[src/rtl/bwb_pkg.sv]
package bwb_pkg;
  localparam int LANE_DW = 8;
  localparam int LANE_W  = LANE_DW + 1;
  localparam int WORD_W  = 2 * LANE_W;

  // even parity bit for a lane's data
  function automatic logic lane_par(input logic [LANE_DW-1:0] d);
    return ^d;
  endfunction

  // outgoing lane: data plus freshly built parity
  function automatic logic [LANE_W-1:0] lane_build(input logic [LANE_DW-1:0] d);
    return {lane_par(d), d};
  endfunction

  // incoming lane has even parity over all nine bits
  function automatic logic lane_ok(input logic [LANE_W-1:0] l);
    return (^l) == 1'b0;
  endfunction

  // choose low or high lane of a stored word
  function automatic logic [LANE_W-1:0] lane_pick(input logic [WORD_W-1:0] w,
                                                  input logic hi);
    return hi ? w[WORD_W-1:LANE_W] : w[LANE_W-1:0];
  endfunction
endpackage

[src/rtl/sync_queue.sv]
module sync_queue #(
  parameter int W     = 18,
  parameter int DEPTH = 8
) (
  input  logic         clk,
  input  logic         rst_n,
  input  logic         push,
  input  logic [W-1:0] push_data,
  input  logic         pop,
  output logic [W-1:0] head,
  output logic         empty,
  output logic         full
);
  localparam int AW = $clog2(DEPTH);

  logic [W-1:0] mem [DEPTH];
  logic [AW:0]  wp, rp;
  logic         do_push, do_pop;

  assign empty   = (wp == rp);
  assign full    = (wp[AW] != rp[AW]) && (wp[AW-1:0] == rp[AW-1:0]);
  assign do_push = push && !full;
  assign do_pop  = pop && !empty;
  assign head    = empty ? '0 : mem[rp[AW-1:0]];

  always_ff @(posedge clk) begin
    if (do_push) mem[wp[AW-1:0]] <= push_data;
  end

  always_ff @(posedge clk or negedge rst_n) begin
    if (!rst_n) begin
      wp <= '0;
      rp <= '0;
    end else begin
      if (do_push) wp <= wp + 1'b1;
      if (do_pop)  rp <= rp + 1'b1;
    end
  end

  // a write into a full queue with no read leaves it full
  assert_no_overflow_R7: assert property (@(posedge clk) disable iff (!rst_n)
    (full && push && !pop) |=> full);
  // a read from an empty queue with no write leaves it empty
  assert_no_underflow_R7: assert property (@(posedge clk) disable iff (!rst_n)
    (empty && pop && !push) |=> empty);
endmodule

[src/rtl/ab_serializer.sv]
module ab_serializer
  import bwb_pkg::*;
(
  input  logic              clk,
  input  logic              rst_n,
  input  logic              take,
  input  logic              q_empty,
  input  logic [WORD_W-1:0] q_head,
  output logic              pop,
  output logic [LANE_W-1:0] lane
);
  logic hi;
  logic take_ok;
  logic [LANE_W-1:0] raw;

  assign take_ok = take && !q_empty;
  assign pop     = take_ok && hi;
  assign raw     = lane_pick(q_head, hi);
  assign lane    = q_empty ? '0 : lane_build(raw[LANE_DW-1:0]);

  always_ff @(posedge clk or negedge rst_n) begin
    if (!rst_n)       hi <= 1'b0;
    else if (take_ok) hi <= !hi;
  end

  // after a word leaves, the next word starts at its low lane
  assert_low_after_pop_R1: assert property (@(posedge clk) disable iff (!rst_n)
    pop |=> !hi);
  // an empty queue does not move the lane position
  assert_hold_when_empty_R7: assert property (@(posedge clk) disable iff (!rst_n)
    q_empty |=> (hi == $past(hi)));
endmodule

[src/rtl/ba_packer.sv]
module ba_packer
  import bwb_pkg::*;
(
  input  logic              clk,
  input  logic              rst_n,
  input  logic              give,
  input  logic              q_full,
  input  logic [LANE_W-1:0] lane_in,
  input  logic              perr_clr,
  output logic              push,
  output logic [WORD_W-1:0] word,
  output logic              perr
);
  logic              hi;
  logic              give_ok;
  logic              bad;
  logic [LANE_W-1:0] hold;

  assign give_ok = give && !q_full;
  assign push    = give_ok && hi;
  assign word    = {lane_in, hold};
  assign bad     = give_ok && !lane_ok(lane_in);

  always_ff @(posedge clk or negedge rst_n) begin
    if (!rst_n) begin
      hi   <= 1'b0;
      hold <= '0;
      perr <= 1'b0;
    end else begin
      if (give_ok) begin
        hi <= !hi;
        if (!hi) hold <= lane_in;
      end
      if (bad)           perr <= 1'b1;
      else if (perr_clr) perr <= 1'b0;
    end
  end

  // a committed word leaves the packer expecting a low lane
  assert_commit_on_second_R2: assert property (@(posedge clk) disable iff (!rst_n)
    push |=> !hi);
  // the error flag holds until cleared
  assert_perr_sticky_R5: assert property (@(posedge clk) disable iff (!rst_n)
    (perr && !perr_clr) |=> perr);
endmodule

[src/rtl/bidir_width_bridge.sv]
module bidir_width_bridge
  import bwb_pkg::*;
#(
  parameter int DEPTH = 8
) (
  input  logic              clk,
  input  logic              rst_n,
  input  logic              bypass_en,
  input  logic              a_wr_en,
  input  logic [WORD_W-1:0] a_wr_data,
  input  logic              a_rd_en,
  output logic [WORD_W-1:0] a_rd_data,
  input  logic              perr_clr,
  output logic              perr,
  output logic              ab_empty,
  output logic              ab_full,
  output logic              ba_empty,
  output logic              ba_full,
  input  logic              b_rd_en,
  output logic [LANE_W-1:0] b_rd_data,
  input  logic              b_wr_en,
  input  logic [LANE_W-1:0] b_wr_data
);
  // named internal events
  logic              ab_push, ab_pop, ba_push, ba_pop;
  logic [WORD_W-1:0] ab_head, ba_word;
  logic [LANE_W-1:0] ser_lane;

  assign ab_push = a_wr_en && !bypass_en;
  assign ba_pop  = a_rd_en && !bypass_en;

  sync_queue #(.W(WORD_W), .DEPTH(DEPTH)) u_ab_q (
    .clk(clk), .rst_n(rst_n),
    .push(ab_push), .push_data(a_wr_data),
    .pop(ab_pop), .head(ab_head),
    .empty(ab_empty), .full(ab_full)
  );

  ab_serializer u_ser (
    .clk(clk), .rst_n(rst_n),
    .take(b_rd_en && !bypass_en),
    .q_empty(ab_empty), .q_head(ab_head),
    .pop(ab_pop), .lane(ser_lane)
  );

  ba_packer u_pack (
    .clk(clk), .rst_n(rst_n),
    .give(b_wr_en && !bypass_en),
    .q_full(ba_full), .lane_in(b_wr_data),
    .perr_clr(perr_clr),
    .push(ba_push), .word(ba_word), .perr(perr)
  );

  sync_queue #(.W(WORD_W), .DEPTH(DEPTH)) u_ba_q (
    .clk(clk), .rst_n(rst_n),
    .push(ba_push), .push_data(ba_word),
    .pop(ba_pop), .head(a_rd_data),
    .empty(ba_empty), .full(ba_full)
  );

  assign b_rd_data = bypass_en ? lane_build(a_wr_data[LANE_DW-1:0]) : ser_lane;

  // every outgoing lane carries even parity
  assert_even_out_R4: assert property (@(posedge clk) disable iff (!rst_n)
    (^b_rd_data) == 1'b0);
  // a bypass cycle leaves both queues as they were
  assert_bypass_freeze_R6: assert property (@(posedge clk) disable iff (!rst_n)
    bypass_en |=> ($stable(ab_empty) && $stable(ab_full) && $stable(ba_empty)
                   && $stable(ba_full) && $stable(a_rd_data)));
  // the packer only commits into a queue with room
  assert_commit_has_room_R2: assert property (@(posedge clk) disable iff (!rst_n)
    ba_push |-> !ba_full);
endmodule

[config.mk]
export PLATFORM = sky130hd
export DESIGN_NAME = bidir_width_bridge
export DESIGN_NICKNAME = d
export VERILOG_FILES = /design/src/rtl/bwb_pkg.sv /design/src/rtl/sync_queue.sv /design/src/rtl/ab_serializer.sv /design/src/rtl/ba_packer.sv /design/src/rtl/bidir_width_bridge.sv
export SDC_FILE = /design/constraint.sdc
export NUM_CORES = 1
export LEC_CHECK = 0
export CORE_ASPECT_RATIO = 1.75
export CORE_MARGIN = 10
export CORE_UTILIZATION = 55
export DETAILED_ROUTE_END_ITERATION = 16
export GPL_TIMING_DRIVEN = 0
export PLACE_DENSITY = 0.72
export SLEW_MARGIN = 15
export SYNTH_ARGS = -nofsm -noshare
export SYNTH_HDL_FRONTEND = slang
export SYNTH_SLANG_ARGS = --single-unit
[constraint.sdc]
create_clock -name clk -period 4.7 [get_ports clk]
set_input_delay 1.175 -clock clk [delete_from_list [all_inputs] [get_ports clk]]
set_output_delay 1.175 -clock clk [all_outputs]
set_load 0.01 [all_outputs]
Word level (Yosys, flattened, before mapping) --
Memory sizes are Yosys's and may differ from the RTL's. Cells that the tools add are included.
Storage, ports and cells: flip-flop bits (word level) 28, memory bits (writable) 288, output and inout port bits 32, word-level logic and storage cells 59, memories 2
Operators by class: add/sub/neg operators 4, equal/unequal tests 6, multiplexer cells 11, bitwise logic cells 1, reduce and logical (&&, ||, !) cells 27
Memory list:
- u_ab_q.mem | depth 8, bits a word 18, read ports 1, clocked after memory_dff 0, wr ports 1, line sync_queue.sv:16 | logic [W-1:0] mem [DEPTH];
- u_ba_q.mem | depth 8, bits a word 18, read ports 1, clocked after memory_dff 0, wr ports 1, line sync_queue.sv:16
Operators with widths (count):
- 2-to-1 mux 18 bit | 1
- 2-to-1 mux 9 bit | 2
- 2-to-1 mux 17 bit | 1
- adder 4 x 1 -> 4 bit, second input constant | 4
- parity 8 bit | 2
- logical AND 1 bit | 15
- parity 9 bit | 1
- equality test 4 bit | 2
- 2-to-1 mux 8 bit | 1
- zero test 1 bit | 7
- equality test 3 bit | 2
- 2-to-1 mux 1 bit | 6
- inequality test 1 bit | 2
- AND reduction 2 bit | 1
- nonzero test 2 bit | 1
- NOT 1 bit | 1

Depth between registers and ports, before layout --
depth in word-level cells 8, depth in mapped cells 10, gate-level depth less buffers 7

By module --
From an unflattened synthesis, not the netlist that was laid out.
Unflattened totals: cells, all modules 810, area, all modules 13580.5 um^2
By module, submodules not included:
- sync_queue | times used 2, cells an instance 353, area an instance 6247.2 um^2, sequential area each 4524.3 um^2
- ba_packer | times used 1, cells an instance 43, area an instance 573.0 um^2, sequential area each 275.3 um^2
- ab_serializer | times used 1, cells an instance 39, area an instance 322.8 um^2, sequential area each 25.0 um^2
- bidir_width_bridge | times used 1, cells an instance 22, area an instance 190.2 um^2, sequential area each 0.0 um^2

Worst setup path before layout --
No wires, ideal clock.
path type in2reg, start input port bypass_en, end memory u_ba_q.mem[0][0] (enable), arrival 3882 ps, data required time 4261 ps, path slack 379 ps, stages 5, path buffers 2, cell sequence or3b_1 > clkbuf_1 > or2_2 > clkbuf_1 > nor4_1
Between the ends: cells in the longest elaborated chain, start to end 7
Ends and longest elaborated chain:
- start, declared | line bidir_width_bridge.sv:8 | input logic bypass_en,
- zero test 1 bit | line bidir_width_bridge.sv:48 | .give(b_wr_en && !bypass_en),
- logical AND 1 bit | line bidir_width_bridge.sv:48
- logical AND 1 bit | line ba_packer.sv:19 | assign give_ok = give && !q_full;
- logical AND 1 bit | line ba_packer.sv:20 | assign push = give_ok && hi;
- logical AND 1 bit | line sync_queue.sv:22 | assign do_push = push && !full;
- 2-to-1 mux 1 bit | line sync_queue.sv:27 | if (do_push) mem[wp[AW-1:0]] <= push_data;
- 2-to-1 mux 1 bit (implied by the code) | line sync_queue.sv:27
- end, declared | line sync_queue.sv:16
No other way between the ends.

Final worst setup path --
start register u_ab_q.rp[2], end output port b_rd_data[8]
Between the ends: cells in the longest elaborated chain, start to end 6, elaborated cells on any way between the ends 7, those cells by class 1 x eq/ne; 4 x mux; 1 x reduce/logical; 1 x memory
Ends and longest elaborated chain:
- start, declared | line sync_queue.sv:17 | logic [AW:0] wp, rp;
- start signal, assigned | line sync_queue.sv:36 | if (do_pop) rp <= rp + 1'b1;
- memory read (8 x 18 bit) / equality test 4 bit (equally long branches)
- 2-to-1 mux 17 bit | line sync_queue.sv:24 | assign head = empty ? '0 : mem[rp[AW-1:0]];
- 2-to-1 mux 8 bit | line bwb_pkg.sv:24 | return hi ? w[WORD_W-1:LANE_W] : w[LANE_W-1:0];
- parity 8 bit | line bwb_pkg.sv:8 | return ^d;
- 2-to-1 mux 9 bit * | line ab_serializer.sv:19 | assign lane = q_empty ? '0 : lane_build(raw[LANE_DW-1:0]);
- 2-to-1 mux 9 bit * | line bidir_width_bridge.sv:61 | assign b_rd_data = bypass_en ? lane_build(a_wr_data[LANE_DW-1:0]) : ser_lane;
- end, declared | line bidir_width_bridge.sv:20 | output logic [LANE_W-1:0] b_rd_data,
Mark *: on every way between the ends. The rest lies on a longest branch, timed or not.

==> results.sh <==
export IMPL_grt_pass1_wl_mm=38.4
export IMPL_clk_latency_ps=530
export IMPL_syn_inst=587
export IMPL_cpMaxStageDelayCell="nor2_1"
export IMPL_pre_cts_ws_ps=253
export IMPL_hold_viol_final=0
export IMPL_final_common_cell="edfxtp_1"
export IMPL_r2r_cells=11
export IMPL_die_area_um2=28200
export IMPL_finalSetupViolCount=0
export IMPL_path_class="reg2out"
export IMPL_die_w_um=131
export IMPL_yosys_warnings=0
export IMPL_io_pin_count=67
export IMPL_critical_path_required_ps=3520
export IMPL_cts_tree="done"
export IMPL_vias_per_cell=5.77
export IMPL_grt_pass1_vias=6421
export IMPL_cap_violations=0
export IMPL_numPortBuffers=64
export IMPL_grt_max_degree=29
export IMPL_worst_path_max_fanout=8
export IMPL_rows=71
export IMPL_maxSlewViolCount=0
export IMPL_clock_skew_ps=21.1
export IMPL_cts_root_buf="clkbuf_16"
export IMPL_crit_path_end_kind="output pin"
export IMPL_path_cells="clkbuf_1 -> nor2_1 -> a22oi_1 -> nand2_1 -> xnor2_1 -> xnor2_1 -> xnor2_1 -> a22o_1 -> clkdlybuf4s50_1"
export IMPL_synth_edf_count=272
export IMPL_areaGrowthSynthToFinish_pct=18.4
export IMPL_final_area_um2=14100
export IMPL_fmax_ghz=0.218
export IMPL_ys_seq_area_share_pct=74.3
export IMPL_grt_usage_pct=17.7
export IMPL_synth_ff_type="edfxtp_1"
export IMPL_routed_wl_mm=25.1
export IMPL_holdPathEnd="u_ba_q.wp[3]"
export IMPL_antenna_found_initial=0
export IMPL_ctsHoldBuffers=0
export IMPL_synth_net_count=626
export IMPL_vias=5848
export IMPL_fin_cells=1014
export IMPL_cts_sinks=300
export IMPL_worst_slack_ps=110
export IMPL_min_period_ps=4590
export IMPL_worstMarginPinSlew_ps=1050
export IMPL_p_leak_nw=4.70
export IMPL_timing_final_crit_share_pct=97.7
export IMPL_hp_class="reg2reg"
export IMPL_die_h_um=215
export IMPL_drive_gt1_share_pct=24.1
export IMPL_dp_hpwl_mm=17.2
export IMPL_maxSlewHeadroom_pct=29.8
export IMPL_crit_top_cell="xnor2_1"
export IMPL_irDropWorstVdd_v=0.000590
export IMPL_start_kind="register"
export IMPL_rr_endpoint="u_ba_q.mem[4][1]"
export IMPL_antenna_left=0
export IMPL_initial_core_util_pct=55.8
export IMPL_cts_made_buffers=25
export IMPL_ys_ff_latch=300
export IMPL_min_path_cells=1
export IMPL_clk_pin_slew_ps=70
export IMPL_place_area_um2=13200
export IMPL_h_tree_depth=1
export IMPL_power_density_nw_per_um2=622
export IMPL_overflow=0
export IMPL_reg2reg_from="u_ba_q.wp[1]"
export IMPL_dp_cells=965
export IMPL_final_cell_mix="272 x edfxtp_1, 63 x clkdlybuf4s50_1, 58 x mux4_2"
export IMPL_core_um2=21400
export IMPL_run_status="completed"
export IMPL_rrSetupSlack_ps=1510
export IMPL_synth_distinct_cells=34
export IMPL_drtIter0Drc=395
export IMPL_hp_start="u_ba_q.wp[3]"
export IMPL_finalSetupTns_ps=0
export IMPL_critPathMaxStageDelay_ps=750
export IMPL_synth_area_per_cell_um2=20.3
export IMPL_insertedDiodeCount=0
export IMPL_syn_area_um2=11900
export IMPL_firstDrtPassIters=5
export IMPL_drc=0
export IMPL_cp_arrival_ps=3420
export IMPL_globalplace_congestion=0.793
export IMPL_wl_per_cell_um=24.7
export IMPL_finalNetCount=742
export IMPL_synth_async_reset_ratio_pct=9.33
export IMPL_final_util_pct=66.0
export IMPL_cts_buffer_depth=3
[routing by layer]
layer	wire, um	track usage (%)	up-vias	part of all wire (%)
met5	0	0	-	0
met4	609	5.44	0	2.4
met3	1220	2.90	42	4.8
met2	14400	34.3	156	57
met1	8890	18.8	3062	35
li1	-	-	2588	-
[state kept, by name (all words and copies together), names as in the netlist]
register,cells
u_ba_q.mem,144
u_ab_q.mem,128
u_pack.hold,9
u_ab_q.rp,4
u_ab_q.wp,4
u_ba_q.rp,4
u_ba_q.wp,4
u_pack.hi,1
u_pack.perr,1
u_ser.hi,1
[cell families (layout without fill, tap and decap cells)]
family / after synthesis / count (layout) / share of synthesized area [%]
mux: 98 / 98 / 15.8
xor+xnor: 44 / 44 / 3.23
buf+inv: 36 / 171 / 1.50
flops: 300 / 300 / 74.3
compound gates: 26 / 26 / 1.72
simple gates: 79 / 79 / 3.07
fa+ha+maj: 4 / 4 / 0.419
[worst max path at each step]
| stage | start | end |
|---|---|---|
| after floorplan | bypass_en | u_ba_q.mem[0][0] |
| after global placement | bypass_en | u_ba_q.mem[0][11] |
| after detailed placement | u_ab_q.rp[1] | b_rd_data[8] |
| after CTS | u_ab_q.rp[0] | b_rd_data[8] |
| after global routing | u_ab_q.rp[0] | b_rd_data[8] |
| final | u_ab_q.rp[2] | b_rd_data[8] |
[power by group]
part	internal, mW	switching (mW)	total [mW]
clock	1.19	0.892	2.08
sequential	3.29	0.194	3.48
combinational	1.63	1.59	3.23
[cells in the mapped netlist, types with 2 or more instances]
library cell	n	area share, %
a22o_1	9	0.66
a22oi_1	16	1.0
buf_1	7	0.22
buf_2	7	0.29
buf_6	2	0.19
clkbuf_1	15	0.47
dfrtp_1	28	5.9
edfxtp_1	272	68
ha_1	4	0.42
inv_1	3	0.094
mux2_2	12	1.1
mux2i_1	18	1.5
mux4_1	10	2.2
mux4_2	58	11
nand2_1	20	0.63
nand2b_1	5	0.26
nand3_1	2	0.084
nand4_1	3	0.16
nor2_1	31	0.97
nor2b_1	4	0.21
nor3_1	6	0.25
xnor2_1	35	2.6
xor2_1	9	0.66
[what timing repair did]
action / 4_1_cts / 5_1_grt
gates resized for setup: 7 / 14
setup buffers: 0 / 3
setup endpoints to repair: 1 / 1
pin swaps: 0 / 1
[critical path, delay by kind of cell (launching register included)]
family / cells / cell delay [ps]
and+or+nand+nor: 2 / 950
AOI/OAI and AO/OA: 2 / 400
DFF: 1 / 360
xor gates and xnor gates: 3 / 470
buffers and inverters: 2 / 720
[stage by stage]
stage / hold slack (ps) / power, mW
after global routing: 506 / 9.19
after global placement: 474 / 6.56
final: 494 / 8.79
after CTS: 497 / 8.81
after floorplan: 460 / 5.48
after detailed placement: 487 / 6.72
[final cells by class]
cell class / instances / area, um2
sequential: 300 / 8870
fill: 1421 / 7280
multi-input combinational: 251 / 3000
timing repair buffer: 89 / 872
clock buffer: 34 / 679
tap: 292 / 365
buffer: 33 / 194
clock inverter: 12 / 146
inverter: 3 / 11.3
(Power assumes the default switching activity.)
